<file path="src/rtl/blit_pkg.sv">
package blit_pkg;

    localparam logic [3:0] A_SRC_BASE   = 4'd0;
    localparam logic [3:0] A_SRC_STRIDE = 4'd1;
    localparam logic [3:0] A_DST_BASE   = 4'd2;
    localparam logic [3:0] A_DST_STRIDE = 4'd3;
    localparam logic [3:0] A_EXTENT     = 4'd4;
    localparam logic [3:0] A_SCAN       = 4'd5;
    localparam logic [3:0] A_OPCODE     = 4'd6;
    localparam logic [3:0] A_FILL       = 4'd7;
    localparam logic [3:0] A_WMASK      = 4'd8;
    localparam logic [3:0] A_SRC_POS    = 4'd9;
    localparam logic [3:0] A_DST_POS    = 4'd10;
    localparam logic [3:0] A_PIXFMT     = 4'd11;

    localparam int unsigned OPC_FN_LSB    = 8;
    localparam int unsigned OPC_SOLID_BIT = 16;

    typedef enum logic [1:0] {PH_IDLE, PH_RSRC, PH_RDST, PH_WR} phase_e;
    typedef enum logic [1:0] {RD_NONE, RD_SRC, RD_DST} rdsel_e;

    function automatic logic [31:0] spread_mask(input logic [1:0] fmt, input logic [31:0] m);
        case (fmt)
            2'd0:    return {4{m[7:0]}};
            2'd1:    return {2{m[15:0]}};
            default: return m;
        endcase
    endfunction

    function automatic logic [31:0] pix_width_mask(input logic [1:0] fmt);
        case (fmt)
            2'd0:    return 32'h0000_00FF;
            2'd1:    return 32'h0000_FFFF;
            default: return 32'hFFFF_FFFF;
        endcase
    endfunction

    function automatic logic [1:0] pix_shift(input logic [1:0] fmt);
        case (fmt)
            2'd0:    return 2'd0;
            2'd1:    return 2'd1;
            default: return 2'd2;
        endcase
    endfunction

    function automatic logic fn_uses_src(input logic [3:0] c);
        return (c[0] != c[2]) || (c[1] != c[3]);
    endfunction

    function automatic logic fn_uses_dst(input logic [3:0] c);
        return (c[0] != c[1]) || (c[2] != c[3]);
    endfunction

endpackage

</file>
<file path="src/rtl/blit_scan.sv">
module blit_scan #(
    parameter int unsigned COORD_W = 16
) (
    input  logic [COORD_W-1:0] start,
    input  logic [COORD_W-1:0] step_cnt,
    input  logic               reverse,
    output logic [COORD_W-1:0] pos
);
    assign pos = reverse ? (start - step_cnt) : (start + step_cnt);
endmodule

</file>
<file path="src/rtl/blit_addr.sv">
module blit_addr #(
    parameter int unsigned ADDR_W  = 32,
    parameter int unsigned COORD_W = 16
) (
    input  logic [ADDR_W-1:0]  base,
    input  logic [COORD_W-1:0] stride,
    input  logic [COORD_W-1:0] x,
    input  logic [COORD_W-1:0] y,
    input  logic [1:0]         shift,
    output logic [ADDR_W-1:0]  addr
);
    logic [ADDR_W-1:0] row_off;
    logic [ADDR_W-1:0] col_off;

    assign row_off = ADDR_W'(y) * ADDR_W'(stride);
    assign col_off = ADDR_W'(x) << shift;
    assign addr    = base + row_off + col_off;
endmodule

</file>
<file path="src/rtl/blit_rop.sv">
module blit_rop
    import blit_pkg::*;
(
    input  logic [3:0]  fn_code,
    input  logic [1:0]  fmt,
    input  logic [31:0] mask_raw,
    input  logic [31:0] src,
    input  logic [31:0] dst,
    output logic [31:0] pix
);
    logic [31:0] raw;
    logic [31:0] m;

    for (genvar i = 0; i < 32; i++) begin : g_bit
        assign raw[i] = fn_code[{~src[i], ~dst[i]}];
    end

    assign m   = spread_mask(fmt, mask_raw);
    assign pix = ((raw & m) | (dst & ~m)) & pix_width_mask(fmt);
endmodule

</file>
<file path="src/rtl/blit_engine.sv">
module blit_engine
    import blit_pkg::*;
#(
    parameter int unsigned ADDR_W  = 32,
    parameter int unsigned COORD_W = 16
) (
    input  logic              clk,
    input  logic              rst_n,
    input  logic              reg_we,
    input  logic [3:0]        reg_addr,
    input  logic [31:0]       reg_wdata,
    output logic              busy,
    output logic              err,
    output logic              mem_req,
    output logic              mem_we,
    output logic [ADDR_W-1:0] mem_addr,
    output logic [31:0]       mem_wdata,
    input  logic [31:0]       mem_rdata
);
    localparam int unsigned XHI = 16 + COORD_W - 1;

    typedef struct packed {
        logic [ADDR_W-1:0]  sbase;
        logic [ADDR_W-1:0]  dbase;
        logic [COORD_W-1:0] sstride;
        logic [COORD_W-1:0] dstride;
        logic [COORD_W-1:0] w;
        logic [COORD_W-1:0] h;
        logic [COORD_W-1:0] sx;
        logic [COORD_W-1:0] sy;
        logic [COORD_W-1:0] dx;
        logic [COORD_W-1:0] dy;
        logic [COORD_W-1:0] xc;
        logic [COORD_W-1:0] yc;
        logic [1:0]         dir;
        logic [1:0]         fmt;
        logic [3:0]         fn;
        logic               solid;
        logic [31:0]        fore;
        logic [31:0]        mask;
        logic [31:0]        sdat;
        logic [31:0]        ddat;
        phase_e             ph;
        rdsel_e             rd;
        logic               err;
    } st_t;

    st_t q, d;

    logic               need_src, need_dst, masking;
    phase_e             first_ph;
    logic [31:0]        src_now, dst_now, src_opnd, pix;
    logic [COORD_W-1:0] cur_sx, cur_sy, cur_dx, cur_dy;
    logic [ADDR_W-1:0]  saddr, daddr;
    logic [COORD_W-1:0] cfg_w, cfg_h;
    logic [1:0]         cfg_fmt;

    assign masking  = (spread_mask(q.fmt, q.mask) | ~pix_width_mask(q.fmt)) != 32'hFFFF_FFFF;
    assign need_src = !q.solid && fn_uses_src(q.fn);
    assign need_dst = fn_uses_dst(q.fn) || masking;
    assign first_ph = need_src ? PH_RSRC : (need_dst ? PH_RDST : PH_WR);

    assign src_now  = (q.rd == RD_SRC) ? mem_rdata : q.sdat;
    assign dst_now  = (q.rd == RD_DST) ? mem_rdata : q.ddat;
    assign src_opnd = q.solid ? q.fore : src_now;

    blit_scan #(.COORD_W(COORD_W)) u_scan_sx (.start(q.sx), .step_cnt(q.xc), .reverse(q.dir[1]), .pos(cur_sx));
    blit_scan #(.COORD_W(COORD_W)) u_scan_sy (.start(q.sy), .step_cnt(q.yc), .reverse(q.dir[0]), .pos(cur_sy));
    blit_scan #(.COORD_W(COORD_W)) u_scan_dx (.start(q.dx), .step_cnt(q.xc), .reverse(q.dir[1]), .pos(cur_dx));
    blit_scan #(.COORD_W(COORD_W)) u_scan_dy (.start(q.dy), .step_cnt(q.yc), .reverse(q.dir[0]), .pos(cur_dy));

    blit_addr #(.ADDR_W(ADDR_W), .COORD_W(COORD_W)) u_addr_src (
        .base(q.sbase), .stride(q.sstride), .x(cur_sx), .y(cur_sy),
        .shift(pix_shift(q.fmt)), .addr(saddr));
    blit_addr #(.ADDR_W(ADDR_W), .COORD_W(COORD_W)) u_addr_dst (
        .base(q.dbase), .stride(q.dstride), .x(cur_dx), .y(cur_dy),
        .shift(pix_shift(q.fmt)), .addr(daddr));

    blit_rop u_rop (
        .fn_code(q.fn), .fmt(q.fmt), .mask_raw(q.mask),
        .src(src_opnd), .dst(dst_now), .pix(pix));

    always_comb begin
        d    = q;
        d.rd = RD_NONE;
        if (q.rd == RD_SRC) d.sdat = mem_rdata;
        if (q.rd == RD_DST) d.ddat = mem_rdata;

        if (reg_we) begin
            if (q.ph != PH_IDLE) begin
                d.err = 1'b1;
            end else begin
                case (reg_addr)
                    A_SRC_BASE:   d.sbase   = ADDR_W'(reg_wdata);
                    A_SRC_STRIDE: d.sstride = reg_wdata[COORD_W-1:0];
                    A_DST_BASE:   d.dbase   = ADDR_W'(reg_wdata);
                    A_DST_STRIDE: d.dstride = reg_wdata[COORD_W-1:0];
                    A_EXTENT: begin
                        d.w = reg_wdata[XHI:16];
                        d.h = reg_wdata[COORD_W-1:0];
                    end
                    A_SCAN:   d.dir   = reg_wdata[1:0];
                    A_OPCODE: begin
                        d.fn    = reg_wdata[OPC_FN_LSB +: 4];
                        d.solid = reg_wdata[OPC_SOLID_BIT];
                    end
                    A_FILL:   d.fore = reg_wdata;
                    A_WMASK:  d.mask = reg_wdata;
                    A_SRC_POS: begin
                        d.sx = reg_wdata[XHI:16];
                        d.sy = reg_wdata[COORD_W-1:0];
                    end
                    A_DST_POS: begin
                        d.dx = reg_wdata[XHI:16];
                        d.dy = reg_wdata[COORD_W-1:0];
                        if (q.w != '0 && q.h != '0) begin
                            d.xc = '0;
                            d.yc = '0;
                            d.ph = first_ph;
                        end
                    end
                    A_PIXFMT: d.fmt = reg_wdata[1:0];
                    default: ;
                endcase
            end
        end

        case (q.ph)
            PH_RSRC: begin
                d.rd = RD_SRC;
                d.ph = need_dst ? PH_RDST : PH_WR;
            end
            PH_RDST: begin
                d.rd = RD_DST;
                d.ph = PH_WR;
            end
            PH_WR: begin
                if (q.xc == q.w - 1'b1) begin
                    if (q.yc == q.h - 1'b1) begin
                        d.ph = PH_IDLE;
                    end else begin
                        d.xc = '0;
                        d.yc = q.yc + 1'b1;
                        d.ph = first_ph;
                    end
                end else begin
                    d.xc = q.xc + 1'b1;
                    d.ph = first_ph;
                end
            end
            default: ;
        endcase
    end

    always_ff @(posedge clk or negedge rst_n) begin
        if (!rst_n) begin
            q      <= '0;
            q.mask <= 32'hFFFF_FFFF;
            q.ph   <= PH_IDLE;
            q.rd   <= RD_NONE;
        end else begin
            q <= d;
        end
    end

    assign busy      = (q.ph != PH_IDLE);
    assign err       = q.err;
    assign mem_req   = busy;
    assign mem_we    = (q.ph == PH_WR);
    assign mem_addr  = (q.ph == PH_RSRC) ? saddr : daddr;
    assign mem_wdata = mem_we ? pix : 32'h0;

    assign cfg_w   = q.w;
    assign cfg_h   = q.h;
    assign cfg_fmt = q.fmt;
endmodule

</file>
<file path="config.mk">
export PLATFORM = sky130hd
export DESIGN_NAME = blit_engine
export DESIGN_NICKNAME = d
export VERILOG_FILES = /design/src/rtl/blit_pkg.sv /design/src/rtl/blit_scan.sv /design/src/rtl/blit_addr.sv /design/src/rtl/blit_rop.sv /design/src/rtl/blit_engine.sv
export SDC_FILE = /design/constraint.sdc
export NUM_CORES = 2
export LEC_CHECK = 0
export ABC_CLOCK_PERIOD_IN_PS = 15300
export BUFFER_PORTS_ARGS = -buffer_cell sky130_fd_sc_hd__buf_4
export CAP_MARGIN = 20
export CORE_ASPECT_RATIO = 0.75
export CORE_MARGIN = 8
export CORE_UTILIZATION = 25
export CTS_BUF_LIST = sky130_fd_sc_hd__clkbuf_8
export DETAILED_ROUTE_END_ITERATION = 10
export PLACE_DENSITY = 0.36
export SLEW_MARGIN = 10
export SYNTH_ARGS = -nofsm -noshare
export SYNTH_HDL_FRONTEND = slang
export SYNTH_HIERARCHICAL = 1
export SYNTH_SLANG_ARGS = --single-unit
</file>
<file path="constraint.sdc">
create_clock -name clk -period 15.3 [get_ports clk]
set_clock_uncertainty 0.15 [all_clocks]
set_input_delay 0.765 -clock clk [delete_from_list [all_inputs] [get_ports clk]]
set_output_delay 0.765 -clock clk [all_outputs]
set_load 0.01 [all_outputs]
</file>
# == Word-level counts from Yosys, hierarchy flattened ==
# Index checks and enable logic that the tools add are counted.
# word_totals
register_bits,366
latch_bits,0
ram_bits,0
mem_bits_ro,0
inputBits,71
output_inout_bits,68
wordCells,299
memories,0
# op_classes
add_sub_neg,16
mul,2
div_mod_pow,0
order_cmp,32
n_eq_ne,25
shifts,2
mux,99
n_bitwise,72
n_reduce_logical,28
# op_table
op,n
two-way mux 32 bit,11
two-way mux 105 bit,2
adder 32 bit,4
case mux 32 bit (2 select lines),2
AND 32 bit,3
less-than comparator 2 x 3 -> 1 bit (second input constant),32
two-way mux 16 bit,6
NOT 1 bit,65
adder 16 bit,4
binary-select mux 1 bit (select 2 bit),32
multiplier 16 x 16 -> 32 bit,2
NOT 32 bit,2
OR 32 bit,2
<< shifter 16 x 2 -> 32 bit,2
subtractor 16 bit,4
AND reduction 3 bit,12
two-way mux 1 bit,33
adder 16 x 1 -> 16 bit (second input constant),2
equality test 16 bit,2
!= test 32 bit (second input constant),1
nonzero test 16 bit,2
subtractor 16 x 1 -> 16 bit (second input constant),2
two-way mux 2 bit,9
equality test 4 x 3 -> 1 bit (second input constant),4
other kinds (19),36

# == Logic depth before layout (Yosys ltp) ==
# logic_depth
depth_word,13
depth_mapped,38
mapped_depth_nobuf,36

# == Hierarchy ==
# The synthesis kept the hierarchy.
# modules_own_cells
module,instances,cells_each,area_each_um2,seq_area_each_um2
blit_engine,1,1241,16634.7,9198.8
blit_addr at u_addr_src,1,1215,10435.0,0.0
blit_addr at u_addr_dst,1,1211,10397.5,0.0
blit_scan at u_scan_dy ...,3,151,1057.3,0.0
blit_rop,1,143,1186.1,0.0
blit_scan at u_scan_dx,1,151,1059.8,0.0

# == Least setup slack after synthesis ==
# Ideal clock, no wire load.
# synth_timing
path_kind,register to output
startpoint,reg q[142] (netlist name)
endpoint,out mem_addr[29]
arrival_ps,8358
t_required_ps,14385
setup_slack_ps,6027
stages_incl_launch_ff,35
n_path_buf,2
cell_sequence,dfrtp_1 -> inv_1 -> ha_1 -> nand2b_1 -> or4_1 -> nor3_1 -> a21oi_1 -> xnor2_1 -> ha_1 -> and3_1 -> a22oi_1 -> o211ai_1 -> a31oi_1 -> xnor2_1 -> clkbuf_1 -> nand2_1 -> fa_1 -> inv_1 -> fa_1 -> fa_1 -> fa_1 -> fa_1 -> inv_1 -> fa_1 -> inv_1 -> ha_1 -> buf_2 -> and4_4 -> and2_4 -> a221oi_4 -> a21oi_2 -> o21bai_2 -> a21oi_1 -> o41a_1 -> mux2_2
# synth_between
elab_chain_len,6
word_cells_on_any_way,13
cone_classes,add/sub: 8; mul: 2; mux: 3
# synth_rtl
element,line,text
start: declaration,blit_engine.sv:48,"st_t q, d;"
adder 16 bit or subtractor 16 bit (tied branches),blit_scan.sv:9,assign pos = reverse ? (start - step_cnt) : (start + step_cnt);
two-way mux 16 bit *,blit_scan.sv:9,
named net cur_dy[13],blit_engine.sv:53,"logic [COORD_W-1:0] cur_sx, cur_sy, cur_dx, cur_dy;"
multiplier 16 x 16 -> 32 bit *,blit_addr.sv:15,assign row_off = ADDR_W'(y) * ADDR_W'(stride);
adder 32 bit * (2 in series),blit_addr.sv:17,assign addr = base + row_off + col_off;
named net daddr[29],blit_engine.sv:54,"logic [ADDR_W-1:0] saddr, daddr;"
two-way mux 32 bit *,blit_engine.sv:170,assign mem_addr = (q.ph == PH_RSRC) ? saddr : daddr;
end: declaration,blit_engine.sv:16,"output logic [ADDR_W-1:0] mem_addr,"
# The timed path passes the listed nets; every way through them passes the cells marked *.

# == Final worst setup path ==
# layout_timing
startpoint,reg q[142] (netlist name)
endpoint,out mem_addr[31]
# Same word-level chain as after synthesis.

==> flow_summary.toml <==
[cts]
cts_hold_buffers = 1
clock_sinks = 366
cts_max_level = 3
cts_tree = "yes"
ctsLongestPathBuffers = 3
clock_latency_ns = 0.73
cts_setup_buffers = 0
root_buffer = "clkbuf_8"
cts_resized = 0
cts_buffers = 73
cts.reportedPaths.clkPinSlew_ns = 0.06

[flow_run]
drv_cap = 0

[layout]
fillers = 18100
postLayoutCoreUtil_pct = 28.3
drive_gt1_share_pct = 19.3
final_common_cell = "inv_1"
final_cell_mix = "inv_1, fa_1, mux2_2, nand2_1, dfrtp_1"
design_area_mm2 = 0.0482
layout-area-overhead-vs-synth_pct = 12.3
nets = 5336

[logic_synthesis]
synth_area_mm2 = 0.0429
yosysWarnings = 6
syn-num-nets = 5245
avgSynthCellArea_um2 = 9.72
synth_flop_cell = "dfrtp_1"
synthesis.instances = 4414
synth_enable_flop_cells = 0
yosysSeqAreaShare_pct = 21.5
ys_types = 108
synth-seq-cells = 366
synth-async-reset-ratio_pct = 100

[setup_path]
crit_path_start_kind = "register"
r2r_end = "q[166]"
critical_path_class = "reg2out"
slowest_stage = "a21oi_1"
r2r_slack_ns = 10.89
cp-end-kind = "primary output"
crit_path_max_incr_delay_ns = 0.65
critical_path.startpoint = "q[142]"
critPathRequiredTime_ns = 14.39
critPathCapture = "mem_addr[31]"
critPathMaxFanout = 16
timing.rr.start = "cfg_h[0]"
cp_common_cell = "fa_1"
rr_worst_depth = 10
crit_arrival_ns = 10.46

[sta]
rsz0062_at_grt = "false"
fin_crit_sh_pct = 74.4
setup_viol_count_final = 0
finalMaxSlewViolations = 0
maxSlewHeadroom_pct = 24.7
worst_pin_slew_ns = 1.13
fin_tns_setup_ns = 0
fmax_mhz = 87.9
period_minus_slack_ns = 11.38
final-hold-violation-count = 0

[floorplanning]
row_count = 131
io-pin-count = 139
dieArea_mm2 = 0.185
core-area_mm2 = 0.170
die_w_um = 494
fp.dieH_um = 375
start_util_pct = 25.2

[power_and_ir_drop]
p_leak_nw = 23.3
power_density_mw_per_mm2 = 45.2
vdd_drop_max_v = 0.0000541

[global_route]
grt_pass1_wl_um = 225000
antenna_found_initial = 33
grt_usage_pct = 16.2
first_global_vias = 32200
grt_max_degree = 88
grt_overflow_total = 0

[route]
antenna_left = 0
vias = 31300
first_pass_iters = 5
routedWlPerCell_um = 22.2
drt_wl_total_um = 152000
post-route-drc-count = 0
drt_iter0_drc = 2012
avgViaCountPerCell = 4.58

[place]
portBuffers = 138
gp_congestion = 0.802
place_hpwl_um = 117000
placed_cell_area_mm2 = 0.0465

[worst_hold_path]
hold-path-cell-count = 2
worst_hold_path_type = "in2reg"

[status]
status = "finished, final reports clean"
[critical path, delay by kind of cell (launching register included)]
family | cells | cell delay (ns)
muxes | 1 | 0.32
and+or+nand+nor | 6 | 1.27
xor gates and xnor gates | 3 | 0.57
adders and majority gates | 9 | 3.86
DFF | 1 | 0.50
buffers and inverters | 7 | 0.74
AOI/OAI and AO/OA | 9 | 2.44
[cells by family after synthesis]
logic type	share of synthesized area, %
simple gates	13.3
xor+xnor	4.38
compound gates	8.19
mux	13.4
flops	21.5
fa+ha+maj	30.8
buf+inv	8.51
[power breakdown]
part	internal, mW	leakage, nW	total [mW]	switching (mW)
combinational	0.0276	17.7	0.101	0.0734
sequential	0.977	4.76	0.979	0.00184
clock	0.589	0.897	1.09	0.506
[how the worst min path moves through the flow]
stage                        from    endpoint  slack (ns)
floorplan                   rst_n  cfg_fmt[0]        0.32
global placement              err         err        0.30
detailed placement            err         err        0.31
CTS                  mem_rdata[8]       q[45]        0.04
global route         mem_rdata[8]       q[45]        0.06
finish              mem_rdata[12]       q[49]        0.14
[synthesized netlist by cell type (8+ instances only)]
cell type | count | area share (%)
a211oi_1 | 23 | 0.40
a21o_1 | 43 | 0.75
a21oi_1 | 184 | 2.1
a311oi_1 | 24 | 0.49
a31oi_1 | 37 | 0.54
and2_1 | 293 | 4.3
and3_1 | 33 | 0.48
buf_1 | 24 | 0.21
buf_2 | 16 | 0.19
clkbuf_1 | 131 | 1.1
dfrtp_1 | 334 | 19
dfstp_2 | 32 | 2.0
fa_1 | 492 | 23
ha_1 | 268 | 7.8
inv_1 | 763 | 6.7
mux2_2 | 430 | 11
mux2i_1 | 71 | 1.7
mux4_2 | 8 | 0.42
nand2_1 | 358 | 3.1
nand2b_1 | 48 | 0.70
nand3_1 | 46 | 0.54
nand4_1 | 21 | 0.31
nor2_1 | 161 | 1.4
nor2b_1 | 19 | 0.28
nor3_1 | 32 | 0.37
nor4_1 | 11 | 0.16
o211ai_1 | 14 | 0.25
o21a_1 | 17 | 0.30
o21ai_0 | 69 | 0.81
o21ai_1 | 11 | 0.13
or2_2 | 10 | 0.15
xnor2_1 | 148 | 3.0
xor2_1 | 59 | 1.2
[final cells by class]
cell class	count	area (um2)	share of cell area, %
tap	2261	2830	5.87
sequential	366	9200	19.1
clock buffer	83	1140	2.37
antenna	13	32.5	0.0676
multi-input combinational	3101	30200	62.6
inverter	764	2870	5.96
clock inverter	49	385	0.800
timing repair buffer	199	1540	3.21
[stage by stage]
step / cells / worst slack (ns) / power (mW) / hold slack (ns)
floorplan: 4414 / 6.03 / 1.02 / 0.318
finish: 6836 / 3.92 / 2.17 / 0.137
detailed placement: 6688 / 4.66 / 1.10 / 0.305
global route: 6824 / 3.23 / 2.27 / 0.0617
CTS: 6821 / 3.75 / 2.23 / 0.0434
global placement: 6688 / 4.61 / 1.10 / 0.296
[flip-flops by register name, indices dropped and copies added (netlist names)]
name,cells
cfg_h,16
cfg_w,16
err,1
q,331
cfg_fmt,2
[layer usage]
layer | global-route usage [%] | vias to the layer above | wire (um)
met5 | 0 | - | 0
met4 | 2.19 | 0 | 2010
met3 | 2.87 | 113 | 7130
met2 | 23.8 | 635 | 63500
met1 | 25.0 | 16100 | 79300
li1 | - | 14500 | -
No activity file was read; power rests on OpenSTA's default activity.
